===== src/rtl/msi_route_pkg.sv =====
package msi_route_pkg;

  localparam int ENT_W = 64;
  localparam logic ADDR_HINT = 1'b1;

  typedef struct packed {
    logic [7:0]  dest;
    logic [38:0] rsvd;
    logic        mask;
    logic        level;
    logic        rirr_ro;
    logic        polarity;
    logic        dstat_ro;
    logic        dest_logical;
    logic [2:0]  dmode;
    logic [7:0]  vec;
  } rte_t;

endpackage


===== src/rtl/msi_pin_state.sv =====
module msi_pin_state (
  input  logic       clk,
  input  logic       rst_n,
  input  logic       svc_i,
  input  logic       masked_i,
  input  logic       level_i,
  input  logic [7:0] vec_i,
  input  logic       eoi_valid_i,
  input  logic [7:0] eoi_vec_i,
  input  logic       accept_i,
  output logic       pend_o,
  output logic       rirr_o,
  output logic       elig_o
);

  logic pend_q, rirr_q;
  logic eoi_hit;

  assign eoi_hit = eoi_valid_i && (vec_i == eoi_vec_i) && level_i;

  always_ff @(posedge clk) begin
    if (!rst_n) begin
      pend_q <= 1'b0;
    end else if (svc_i && !masked_i) begin
      pend_q <= 1'b1;
    end else if (accept_i) begin
      pend_q <= 1'b0;
    end
  end

  always_ff @(posedge clk) begin
    if (!rst_n) begin
      rirr_q <= 1'b0;
    end else if (accept_i && level_i) begin
      rirr_q <= 1'b1;
    end else if (eoi_hit) begin
      rirr_q <= 1'b0;
    end
  end

  assign pend_o = pend_q;
  assign rirr_o = rirr_q;
  assign elig_o = pend_q && !masked_i && !(level_i && rirr_q);

  AST_MASKED_IGNORED: assert property (@(posedge clk) disable iff (!rst_n)
    (svc_i && masked_i && !pend_q) |=> !pend_q);
  AST_LEVEL_SETS_IRR: assert property (@(posedge clk) disable iff (!rst_n)
    (accept_i && level_i) |=> rirr_q);
  AST_SET_BEATS_EOI: assert property (@(posedge clk) disable iff (!rst_n)
    (accept_i && level_i && eoi_hit) |=> rirr_q);
  AST_EOI_CLEARS: assert property (@(posedge clk) disable iff (!rst_n)
    (eoi_hit && !accept_i) |=> !rirr_q);
  AST_EDGE_KEEPS_IRR: assert property (@(posedge clk) disable iff (!rst_n)
    (!level_i) |=> (rirr_q == $past(rirr_q)));

endmodule


===== src/rtl/msi_prio_pick.sv =====
module msi_prio_pick #(
  parameter int N = 24,
  parameter int W = 5
) (
  input  logic [N-1:0] req_i,
  output logic         any_o,
  output logic [W-1:0] idx_o
);

  always_comb begin
    any_o = 1'b0;
    idx_o = '0;
    for (int i = N - 1; i >= 0; i--) begin
      if (req_i[i]) begin
        any_o = 1'b1;
        idx_o = W'(i);
      end
    end
  end

  always_comb begin
    if (any_o) begin
      AST_PICK_REQUESTED: assert (req_i[idx_o]);
      AST_PICK_LOWEST: assert ((req_i & ((N'(1) << idx_o) - N'(1))) == '0);
    end
  end

endmodule


===== src/rtl/msi_msg_form.sv =====
module msi_msg_form
  import msi_route_pkg::*;
(
  input  logic [31:0] base_i,
  input  rte_t        ent_i,
  input  logic        rirr_i,
  output logic [31:0] addr_lo_o,
  output logic [31:0] data_o
);

  always_comb begin
    addr_lo_o = base_i
              | (32'(ent_i.dest) << 12)
              | (32'(ADDR_HINT) << 3)
              | (32'(ent_i.dest_logical) << 2);
    data_o = {16'h0000, ent_i.level, rirr_i, 3'b000, ent_i.dmode, ent_i.vec};
  end

endmodule


===== src/rtl/msi_route.sv =====
module msi_route
  import msi_route_pkg::*;
#(
  parameter int NPINS = 24,
  localparam int PW = (NPINS > 1) ? $clog2(NPINS) : 1
) (
  input  logic                   clk,
  input  logic                   rst_n,
  input  logic [31:0]            base_addr,
  input  logic [NPINS*ENT_W-1:0] entries,
  input  logic [NPINS-1:0]       svc_req,
  input  logic                   eoi_valid,
  input  logic [7:0]             eoi_vec,
  output logic                   msg_valid,
  input  logic                   msg_ready,
  output logic [31:0]            msg_addr_lo,
  output logic [31:0]            msg_addr_hi,
  output logic [31:0]            msg_data,
  output logic [PW-1:0]          msg_pin,
  output logic [NPINS-1:0]       dstat_o,
  output logic [NPINS-1:0]       rirr_o
);

  rte_t             ent [NPINS];
  logic [NPINS-1:0] pend, rirr, elig, acc_vec;
  logic             pick_any;
  logic [PW-1:0]    pick_idx;
  rte_t             sel_ent;
  logic             sel_rirr;
  logic [31:0]      form_addr, form_data;
  logic             valid_q;
  logic [PW-1:0]    pin_q;
  logic [31:0]      addr_q, data_q;
  logic             accept;

  assign accept = valid_q && msg_ready;

  always_comb begin
    for (int i = 0; i < NPINS; i++) begin
      acc_vec[i] = accept && (pin_q == PW'(i));
    end
  end

  for (genvar g = 0; g < NPINS; g++) begin : g_pin
    assign ent[g] = rte_t'(entries[g*ENT_W +: ENT_W]);
    msi_pin_state u_pin (
      .clk        (clk),
      .rst_n      (rst_n),
      .svc_i      (svc_req[g]),
      .masked_i   (ent[g].mask),
      .level_i    (ent[g].level),
      .vec_i      (ent[g].vec),
      .eoi_valid_i(eoi_valid),
      .eoi_vec_i  (eoi_vec),
      .accept_i   (acc_vec[g]),
      .pend_o     (pend[g]),
      .rirr_o     (rirr[g]),
      .elig_o     (elig[g])
    );
  end

  msi_prio_pick #(.N(NPINS), .W(PW)) u_pick (
    .req_i(elig),
    .any_o(pick_any),
    .idx_o(pick_idx)
  );

  assign sel_ent  = ent[pick_idx];
  assign sel_rirr = rirr[pick_idx];

  msi_msg_form u_form (
    .base_i   (base_addr),
    .ent_i    (sel_ent),
    .rirr_i   (sel_rirr),
    .addr_lo_o(form_addr),
    .data_o   (form_data)
  );

  always_ff @(posedge clk) begin
    if (!rst_n) begin
      valid_q <= 1'b0;
      pin_q   <= '0;
      addr_q  <= '0;
      data_q  <= '0;
    end else if (!valid_q) begin
      if (pick_any) begin
        valid_q <= 1'b1;
        pin_q   <= pick_idx;
        addr_q  <= form_addr;
        data_q  <= form_data;
      end
    end else if (msg_ready) begin
      valid_q <= 1'b0;
    end
  end

  assign msg_valid   = valid_q;
  assign msg_pin     = pin_q;
  assign msg_addr_lo = addr_q;
  assign msg_addr_hi = 32'h0;
  assign msg_data    = data_q;
  assign dstat_o     = pend;
  assign rirr_o      = rirr;

  AST_HOLD_VALID: assert property (@(posedge clk) disable iff (!rst_n)
    (msg_valid && !msg_ready) |=> msg_valid);
  AST_HOLD_PAYLOAD: assert property (@(posedge clk) disable iff (!rst_n)
    (msg_valid && !msg_ready) |=> ($stable(msg_addr_lo) && $stable(msg_data) && $stable(msg_pin)));
  AST_INFLIGHT_PENDING: assert property (@(posedge clk) disable iff (!rst_n)
    msg_valid |-> pend[pin_q]);
  AST_HINT_SET: assert property (@(posedge clk) disable iff (!rst_n)
    msg_valid |-> msg_addr_lo[3]);
  AST_SINGLE_ACCEPT: assert property (@(posedge clk) disable iff (!rst_n)
    $onehot0(acc_vec));

endmodule


===== config.mk =====
export PLATFORM = sky130hd
export DESIGN_NAME = msi_route
export DESIGN_NICKNAME = d
export VERILOG_FILES = /design/src/rtl/msi_route_pkg.sv /design/src/rtl/msi_pin_state.sv /design/src/rtl/msi_prio_pick.sv /design/src/rtl/msi_msg_form.sv /design/src/rtl/msi_route.sv
export SDC_FILE = /design/constraint.sdc
export NUM_CORES = 1
export LEC_CHECK = 0
export BUFFER_PORTS_ARGS = -buffer_cell sky130_fd_sc_hd__clkbuf_2
export CORE_AREA = 2 2 691 693
export DETAILED_ROUTE_END_ITERATION = 8
export DIE_AREA = 0 0 693 695
export PLACE_DENSITY_LB_ADDON = 0.3
export SLEW_MARGIN = 15
export SYNTH_ARGS = -nofsm -noshare
export SYNTH_HDL_FRONTEND = slang
export SYNTH_SLANG_ARGS = --single-unit

===== constraint.sdc =====
create_clock -name clk -period 3.25 [get_ports clk]
set_clock_uncertainty 0.05 [all_clocks]
set_input_delay 0.325 -clock clk [delete_from_list [all_inputs] [get_ports clk]]
set_output_delay 0.325 -clock clk [all_outputs]
set_load 0.05 [all_outputs]

* After elaboration in Yosys (flattened, before gate mapping)
Index checks and enable logic that the tools add are counted.
** Word-level totals
- Register bits :: 99
- Input port bits :: 1604
- Output and inout bits :: 150
- Word-level logic and storage cells :: 548
** Cells by class
- $lt $le $gt $ge :: 2
- Equality and inequality tests :: 47
- Mux-type cells :: 152
- Bitwise gates (word level) :: 4
- Reduce and logical (&&, ||, !) cells :: 291
** Operators with widths (number)
- 64-bit binary-select mux with 5-bit select :: 1
- 1-bit logical AND :: 193
- 8-bit equality test :: 24
- 64-bit two-way mux :: 2
- 1-bit two-way mux :: 124
- 5-bit two-way mux :: 24
- 2-bit nonzero test :: 48
- 1-bit zero test :: 48
- 5-bit by 4-bit equality test with 1-bit output, second input constant :: 8
- 5-bit equality test, second input constant :: 8
- 32-bit by 20-bit OR with 32-bit output :: 1
- 32-bit by 3-bit OR with 32-bit output :: 1
- 5-bit by 3-bit equality test with 1-bit output, second input constant :: 4
- 5-bit by 2-bit equality test with 1-bit output, second input constant :: 2
- 6-bit >= comparator, second input constant :: 1
- 5-bit by 6-bit less-than comparator with 1-bit output, second input constant :: 1
- 5-bit NOT with 6-bit output :: 1
- 1-bit binary-select mux with 5-bit select :: 1
- 5-bit by 1-bit equality test with 1-bit output, second input constant :: 1
- 5-bit zero test :: 1
- 2-bit AND reduction :: 1
- 1-bit NOT :: 1

* Logic depth before layout (Yosys ltp)
Gate-level depths: netlist of the first run.
- Depth after elaboration :: 33
- Mapped depth :: 13
- Mapped depth without buffers :: 9

* By module
Synthesis of the first run repeated with hierarchy kept, for this count alone.
** Unflattened totals
- Cell total of the unflattened synthesis :: 2468
- Area, all modules :: 21300.4 µm²
** By module, submodules not included
- msi_route :: instances 1, cells each 1827, area each 16328.2 µm², seq. area each 1401.3 µm²
- msi_pin_state :: instances 24, cells each 22, area each 175.2 µm², seq. area each 40.0 µm²
- msi_msg_form :: instances 1, cells each 66, area each 476.7 µm², seq. area each 0.0 µm²
- msi_prio_pick :: instances 1, cells each 47, area each 291.5 µm², seq. area each 0.0 µm²

* Worst setup path after synthesis of the first run
Ideal clock, no wire load.
- Path type :: register to register
- Start :: register g_pin[2].u_pin.rirr_q
- End :: register data_q[15] (netlist: msg_data[15])
- Arrival time :: 2.607 ns
- Required time :: 3.074 ns
- Setup slack :: 0.467 ns
- Cell stages (with the launch flop) :: 10
- Buffers on the path :: 1
- Clock period less this slack :: 2.783 ns
- Path through :: dfxtp_1 -> nand2_1 -> and2_1 -> or4_1 -> buf_4 -> a221oi_4 -> mux4_2 -> mux2_2 -> a22oi_1 -> nand3_1
** On the way
- Cells in the longest elaborated chain, start to end :: 10
- Elaborated cells between the ends (all ways) :: 14
- Classes of those cells :: mux: 9; bitwise: 1; reduce/logical: 4
** Ends and longest elaborated chain
- start, declared :: line msi_pin_state.sv:16 : logic pend_q, rirr_q;
- start signal, assigned :: line msi_pin_state.sv:33 : rirr_q <= 1'b0;
- start signal, assigned :: line msi_pin_state.sv:35 : rirr_q <= 1'b1;
- start signal, assigned :: line msi_pin_state.sv:37 : rirr_q <= 1'b0;
- 1-bit logical AND (*) :: line msi_pin_state.sv:43 : assign elig_o = pend_q && !masked_i && !(level_i && rirr_q);
- 1-bit zero test (*) :: line msi_pin_state.sv:43
- 1-bit logical AND (*) :: line msi_pin_state.sv:43
- 5-bit two-way mux (3 in a row) :: line msi_prio_pick.sv:14 : if (req_i[i]) begin
- 5-bit NOT with 6-bit output (implied by the code) :: line msi_route.sv:68 : assign sel_ent = ent[pick_idx];
- 64-bit binary-select mux with 5-bit select :: line msi_route.sv:68
- 64-bit two-way mux (implied by the code) (2 in a row) :: line msi_route.sv:68
- end signal, assigned :: line msi_route.sv:90 : data_q <= form_data;
- end, declared :: line msi_route.sv:33 : logic [31:0] addr_q, data_q;
Mark *: on every way between the ends. The rest lies on a longest branch, timed or not. The select of a mux whose other input is x is not followed.
A chain may end at the register's enable or synchronous reset.

* Worst setup path in the final report of the first run
- Start :: register g_pin[19].u_pin.pend_q
- End :: register addr_q[14] (netlist: msg_addr_lo[14])
** On the way
- Cells in the longest elaborated chain, start to end :: 28
- Elaborated cells between the ends (all ways) :: 49
- Classes of those cells :: mux: 43; bitwise: 3; reduce/logical: 3
** Ends and longest elaborated chain
- start, declared :: line msi_pin_state.sv:16
- start signal, assigned :: line msi_pin_state.sv:23 : pend_q <= 1'b0;
- start signal, assigned :: line msi_pin_state.sv:25 : pend_q <= 1'b1;
- start signal, assigned :: line msi_pin_state.sv:27 : pend_q <= 1'b0;
- 1-bit logical AND (*) (2 in a row) :: line msi_pin_state.sv:43
- 5-bit two-way mux (20 in a row) :: line msi_prio_pick.sv:14
- 5-bit NOT with 6-bit output (implied by the code) :: line msi_route.sv:68
- 64-bit binary-select mux with 5-bit select :: line msi_route.sv:68
- 64-bit two-way mux (implied by the code) (2 in a row) :: line msi_route.sv:68
- 32-bit by 20-bit OR with 32-bit output :: line msi_msg_form.sv:13 : | (32'(ent_i.dest) << 12)
- 32-bit by 3-bit OR with 32-bit output :: line msi_msg_form.sv:15 : | (32'(ent_i.dest_logical) << 2);
- end signal, assigned :: line msi_route.sv:89 : addr_q <= form_addr;
- end, declared :: line msi_route.sv:33
Marked as above.

==> results.json, run 1 <==
{
  "yosys.area.top_type": "dfxtp_1",
  "htreeDepth": 3,
  "dp_cells": 8828,
  "startpoint_type": "flip-flop",
  "worstPathArrival_ps": 3630,
  "drc": 0,
  "clockBufferDepth": 2,
  "rsz0062_at_grt": "true",
  "first_pass_iters": 7,
  "synthTopCellsByArea": "dfxtp_1, mux2i_1, xor2_1",
  "dp_slack_ps": -995,
  "clock_latency_ps": 470,
  "cp.depth": 12,
  "crit_required_ps": 3540,
  "die_w_um": 693,
  "gr-usage-all-layers_pct": 8.06,
  "io_pins": 1754,
  "layout_min_cycle_time_ps": 3340,
  "overflow": 0,
  "drive_gt1_share_pct": 52.2,
  "synth_cell_types": 67,
  "max_freq_mhz": 300,
  "crit_path_start": "g_pin[19].u_pin.pend_o",
  "place_area_um2": 26800,
  "numCtsBuffers": 9,
  "worst_slew_pin_slew_ps": 818,
  "root_buffer": "clkbuf_16",
  "vias": 18000,
  "async_reset_ff_share_pct": 0,
  "finalNetCount": 4259,
  "wire_per_inst_um": 22.5,
  "core_um2": 474000,
  "holdWs_ps": 43.3,
  "design.die.area_um2": 482000,
  "numPortBuffers": 693,
  "grt_pass1_vias": 18000,
  "hold_class": "primary input to flip-flop",
  "slowest_stage": "a221o_2",
  "synth_edf_count": 0,
  "critPathTopFamily": "compound AO/OA/AOI/OAI gates",
  "crit_path_max_fanout": 16,
  "ant_nets": 0,
  "gp_congestion": 0.813,
  "dpl.hpwl_mm": 183,
  "synthToLayoutAreaGrowth_pct": 133,
  "powerDensity_nw_per_um2": 388,
  "antenna_found_initial": 168,
  "seq_area_frac_synth_pct": 15.7,
  "rows": 253,
  "final_util_pct": 6.21,
  "violations": "setup timing",
  "start_util_pct": 2.66,
  "cp-end-kind": "flip-flop",
  "leakage_nw": 10.4,
  "netlist_area_um2": 12600,
  "syn_area_per_cell_um2": 7.64,
  "hold_viol_final": 0,
  "maxCapViolCount": 0,
  "yosys_warnings": 0,
  "peakVddDrop_mv": 0.298,
  "synth_compound_area_share_pct": 25.7,
  "crit_buf_inv": 4,
  "final.setup.worst_slack_ps": -85.6,
  "nFillCells": 56000,
  "stdcell_count": 8945,
  "cts.sinks": 99,
  "critPathMaxStageDelay_ps": 530,
  "criticalPathCategory": "flip-flop to flip-flop",
  "yosys.area_share.simple_pct": 20.9,
  "synth-main-ff-cell": "dfxtp_1",
  "synth_fa_ha_area_share_pct": 0,
  "reg2reg_from": "g_pin[19].u_pin.pend_o",
  "synth_top_family_by_area": "compound AO/OA/AOI/OAI gates",
  "rrSetupSlack_ps": -90,
  "status": "finished, violations left",
  "relSlewSlack_pct": 45.5,
  "critPathCapture": "msg_addr_lo[14]",
  "finalSetupViolations": 1,
  "via_per_inst": 2.01,
  "crit_chain": "nor2b_4 -> buf_4 -> a32oi_4 -> buf_4 -> o211ai_1 -> a221o_2 -> nor2_4 -> buf_6 -> buf_12 -> nand4_1 -> nand3b_1 -> o211ai_1",
  "die_h_um": 695,
  "grt_pass1_wl_mm": 238,
  "regArea_um2": 1990,
  "fin_crit_sh_pct": 103,
  "synth_xor_area_share_pct": 13.3,
  "slew_violations": 0,
  "drt_iter0_markers": 1231,
  "multi_input_area_um2": 10800,
  "synth_seq_cells": 99,
  "synthDominantCellAreaShare_pct": 15.7,
  "grt_max_degree": 84,
  "r2r_cells": 12,
  "muxShareOfSynthArea_pct": 13.1,
  "clk_pin_slew_worst_paths_ps": 110,
  "synth_cells": 1651,
  "reg2reg_to": "msg_addr_lo[14]",
  "cts_tree": "yes",
  "routed_wirelength_mm": 202,
  "stdcell_area_um2": 29400
}
## worst min-delay path by stage
stage	slack [ps]	startpoint	depth (start not counted)	end
2_1_floorplan	410	base_addr[0]	2	msg_addr_lo[0]
3_3_place_gp	390	msg_addr_lo[28]	2	msg_addr_lo[28]
3_5_place_dp	400	msg_addr_lo[30]	2	msg_addr_lo[30]
4_1_cts	1	base_addr[9]	3	msg_addr_lo[9]
5_1_grt	30	base_addr[9]	3	msg_addr_lo[9]
6_report	40	base_addr[9]	3	msg_addr_lo[9]
## power by group
group	switching (mW)	internal, mW	total [mW]
combinational	5.25	3.26	8.51
sequential	0.155	1.37	1.52
clock	0.839	0.562	1.40
total	6.25	5.19	11.4
## stage by stage
| step | power (mW) | setup TNS (ps) |
|---|---|---|
| after floorplan | 4.45 | 0 |
| after global placement | 9.19 | -10800 |
| after detailed placement | 9.16 | -10790 |
| after CTS | 11.6 | -1210 |
| after global routing | 12.1 | -736 |
| final | 11.4 | -85.6 |
## metal layers
layer | global-route usage (%) | share of wire [%] | vias up
li1 | - | - | 8041
met1 | 9.16 | 40 | 8603
met2 | 13.8 | 48 | 976
met3 | 3.20 | 9.0 | 293
met4 | 2.30 | 3.6 | 60
met5 | 0 | 0.18 | -
## layout make-up
| class | count | area share [%] |
|---|---|---|
| inverters | 8 | 0.102 |
| clock inverters | 7 | 0.302 |
| clock buffers | 9 | 0.765 |
| diodes | 38 | 0.323 |
| multi-input cells | 1362 | 36.6 |
| repair buffers | 1175 | 28.5 |
| well taps | 6247 | 26.6 |
| flip-flops and latches | 99 | 6.77 |
## timing repair
item | in CTS | in global routing
gates cloned | 7 | 2
gates resized for setup | 152 | 122
hold buffers | 14 | 0
setup buffers | 33 | 18
endpoints found under the hold margin | 14 | 0
setup endpoints to repair | 22 | 22
pin swaps | 40 | 44
## cell families after synthesis
family,Yosys count
AOI/OAI and AO/OA,396
xor gates and xnor gates,192
buffers and inverters,240
DFF,99
muxes,163
other,1
and+or+nand+nor,560
## worst register-to-register path, stage by stage, from the launching register on
cell      delay (ps)
dfxtp_2          330
nor2b_4          150
buf_4            150
a32oi_4          180
buf_4            140
o211ai_1         220
a221o_2          530
nor2_4           170
buf_6            260
buf_12           250
nand4_1          280
nand3b_1         380
o211ai_1         150
## placed cells by master (no fill, tap or decap), types with 40 or more instances in the layout
master	instances
conb_1	51
buf_12	70
mux2i_1	134
dfxtp_1	90
nor2_1	40
xor2_1	160
clkbuf_2	692
nand4_1	41
buf_4	360
nand2_1	293
## Yosys cell counts (36+ instances only)
cell type,instances
a21boi_0,36
a221oi_1,49
a32oi_1,49
buf_2,37
buf_4,115
clkbuf_1,66
dfxtp_1,99
mux2i_1,160
nand2_1,305
nand3_1,37
nand4_1,41
nor2_1,43
nor2b_1,38
xor2_1,160
## state kept, by name, summed over array words and instances, names as in the netlist
name                count
msg_addr_lo            32
g_pin.u_pin.pend_o     24
g_pin.u_pin.rirr_o     24
msg_data               13
msg_pin                 5
msg_valid               1
(Power assumes the default switching activity.)
==> run 2, diff against run 1 <==
--- a/config.mk
+++ b/config.mk
@@ -5,6 +5,7 @@
 export SDC_FILE = /design/constraint.sdc
 export NUM_CORES = 1
 export LEC_CHECK = 0
+export ABC_CLOCK_PERIOD_IN_PS = 3250
 export BUFFER_PORTS_ARGS = -buffer_cell sky130_fd_sc_hd__clkbuf_2
 export CORE_AREA = 2 2 691 693
 export DETAILED_ROUTE_END_ITERATION = 8
==> constraint.sdc (replaced) <==
create_clock -name clk -period 3.25 [get_ports clk]
set_clock_uncertainty 0.05 [all_clocks]
set_input_delay 0.65 -clock clk [delete_from_list [all_inputs] [get_ports clk]]
set_output_delay 0.65 -clock clk [all_outputs]
set_load 0.05 [all_outputs]
==> results.json, run 2 (synthesis gave the netlist of run 1 again) <==
{
  "hold_depth": 3,
  "most-common-layout-cells": "clkbuf_2, buf_4, nand2_1",
  "r2r_cells": 12,
  "fin_crit_sh_pct": 99.9,
  "routed_wirelength_mm": 202,
  "grt_max_degree": 34,
  "maxCapViolCount": 0,
  "start_util_pct": 2.66,
  "numCtsBuffers": 9,
  "cts_hold_buf": 0,
  "overflow": 0,
  "core_um2": 474000,
  "clk_pin_slew_worst_paths_ps": 120,
  "power_mw": 11.2,
  "dpl.hpwl_mm": 184,
  "hold_viol_final": 0,
  "drc": 0,
  "root_buffer": "clkbuf_16",
  "nFillCells": 56000,
  "holdWs_ps": 326,
  "finalNetCount": 4257,
  "layout_min_cycle_time_ps": 3250,
  "numPortBuffers": 693,
  "gr-usage-all-layers_pct": 8.04,
  "gp_congestion": 0.821,
  "antenna_found_initial": 164,
  "drt_iter0_markers": 1284,
  "grt_pass1_wl_mm": 237,
  "regArea_um2": 1990,
  "slew_violations": 0,
  "crit_top_cell": "buf_4",
  "cp.depth": 12,
  "wire_per_inst_um": 22.6,
  "peakVddDrop_mv": 0.344,
  "crit_chain": "nor2b_2 -> and2_4 -> or4_4 -> buf_4 -> nor3_4 -> buf_4 -> a21o_2 -> buf_12 -> nor2_1 -> nand4_1 -> nand3b_1 -> o211ai_1",
  "rsz0062_at_grt": "true",
  "clock_latency_ps": 480,
  "ant_nets": 0,
  "hold_class": "primary input to flip-flop",
  "dp_slack_ps": -1430,
  "final_common_cell": "clkbuf_2",
  "die_w_um": 693,
  "max_freq_mhz": 308,
  "powerDensity_nw_per_um2": 384,
  "htreeDepth": 3,
  "vias": 18100,
  "critPathTopFamily": "simple AND/OR/NAND/NOR gates",
  "final.setup.worst_slack_ps": 2.94,
  "multi_input_area_um2": 10700,
  "drive_gt1_share_pct": 52.7,
  "place_area_um2": 26800,
  "worst_slew_pin_slew_ps": 1080,
  "crit_buf_inv": 3,
  "first_pass_iters": 5,
  "synthToLayoutAreaGrowth_pct": 131,
  "leakage_nw": 10.4,
  "cts.sinks": 99,
  "crit_path_max_fanout": 13,
  "finalSetupViolations": 0,
  "largest_reg_flops": 32,
  "crit_required_ps": 3580,
  "criticalPathCategory": "flip-flop to flip-flop",
  "io_pins": 1754,
  "design.die.area_um2": 482000,
  "worstPathArrival_ps": 3580,
  "slowest_stage": "or4_4",
  "startpoint_type": "flip-flop",
  "status": "finished clean",
  "critPathMaxStageDelay_ps": 520,
  "cp-end-kind": "flip-flop",
  "die_h_um": 695,
  "grt_pass1_vias": 17700,
  "clockBufferDepth": 2,
  "via_per_inst": 2.03,
  "relSlewSlack_pct": 26.8,
  "rows": 253,
  "stdcell_area_um2": 29200,
  "cts_tree": "yes"
}
-- run 2: cell types whose count changed in the layout (fill, tap and decap cells not counted), moves of 5 or more --
cell	delta
buf_4	+6
a221oi_2	+7
a32oi_1	+8
o22ai_2	+5
mux2i_1	+7
mux2i_4	-5
dlygate4sd3_1	-14
buf_6	+11
-- run 2: routing by layer --
metal  track usage [%]  wire length [um]  up-vias
li1                  -                 -     8015
met1              9.15             78600     8677
met2              13.8             96600     1059
met3              3.26             19200      294
met4              2.09              7130       68
met5             0.280               445        -
-- run 2: repair_timing --
action                                  CTS  global route
endpoints found under the setup margin   22            22
cloned                                    4             3
pin swaps                                24            36
setup buffers                            22            41
resized for setup                        97           185
-- run 2: final timing paths --
kind	end	slack (ps)	start
setup reg to reg	msg_addr_lo[14]	3	g_pin[0].u_pin.pend_o
hold reg to reg	msg_addr_lo[7]	410	msg_addr_lo[7]
hold / removal	msg_addr_lo[1]	330	base_addr[1]
setup / recovery	msg_addr_lo[14]	3	g_pin[0].u_pin.pend_o
-- run 2: area by class of cell --
class | count | share of cell area (%)
tap | 6247 | 26.8
timing repair buffer | 1173 | 28.4
antenna | 35 | 0.300
clock buffer | 9 | 0.772
sequential | 99 | 6.83
clock inverter | 6 | 0.163
inverter | 8 | 0.103
multi-input combinational | 1362 | 36.6
-- run 2: tightest hold or removal path: stages --
cell,delay [ps]
clkbuf_2,80
nand2_1,40
a21boi_1,50
-- run 2: metrics by stage --
| step | utilization, % | TNS, ps | cells |
|---|---|---|---|
| 5_1_grt | 6.15 | -1100 | 8917 |
| 2_1_floorplan | - | 0 | 1701 |
| 3_5_place_dp | 5.66 | -25620 | 8829 |
| 6_report | 6.16 | 0 | 8939 |
| 3_3_place_gp | 5.65 | -27290 | 8828 |
| 4_1_cts | 5.88 | -92.7 | 8867 |
-- run 2: power by group --
group	total, mW	switching (mW)	internal (mW)
sequential	1.51	0.140	1.37
combinational	8.35	5.20	3.15
clock	1.34	0.805	0.531
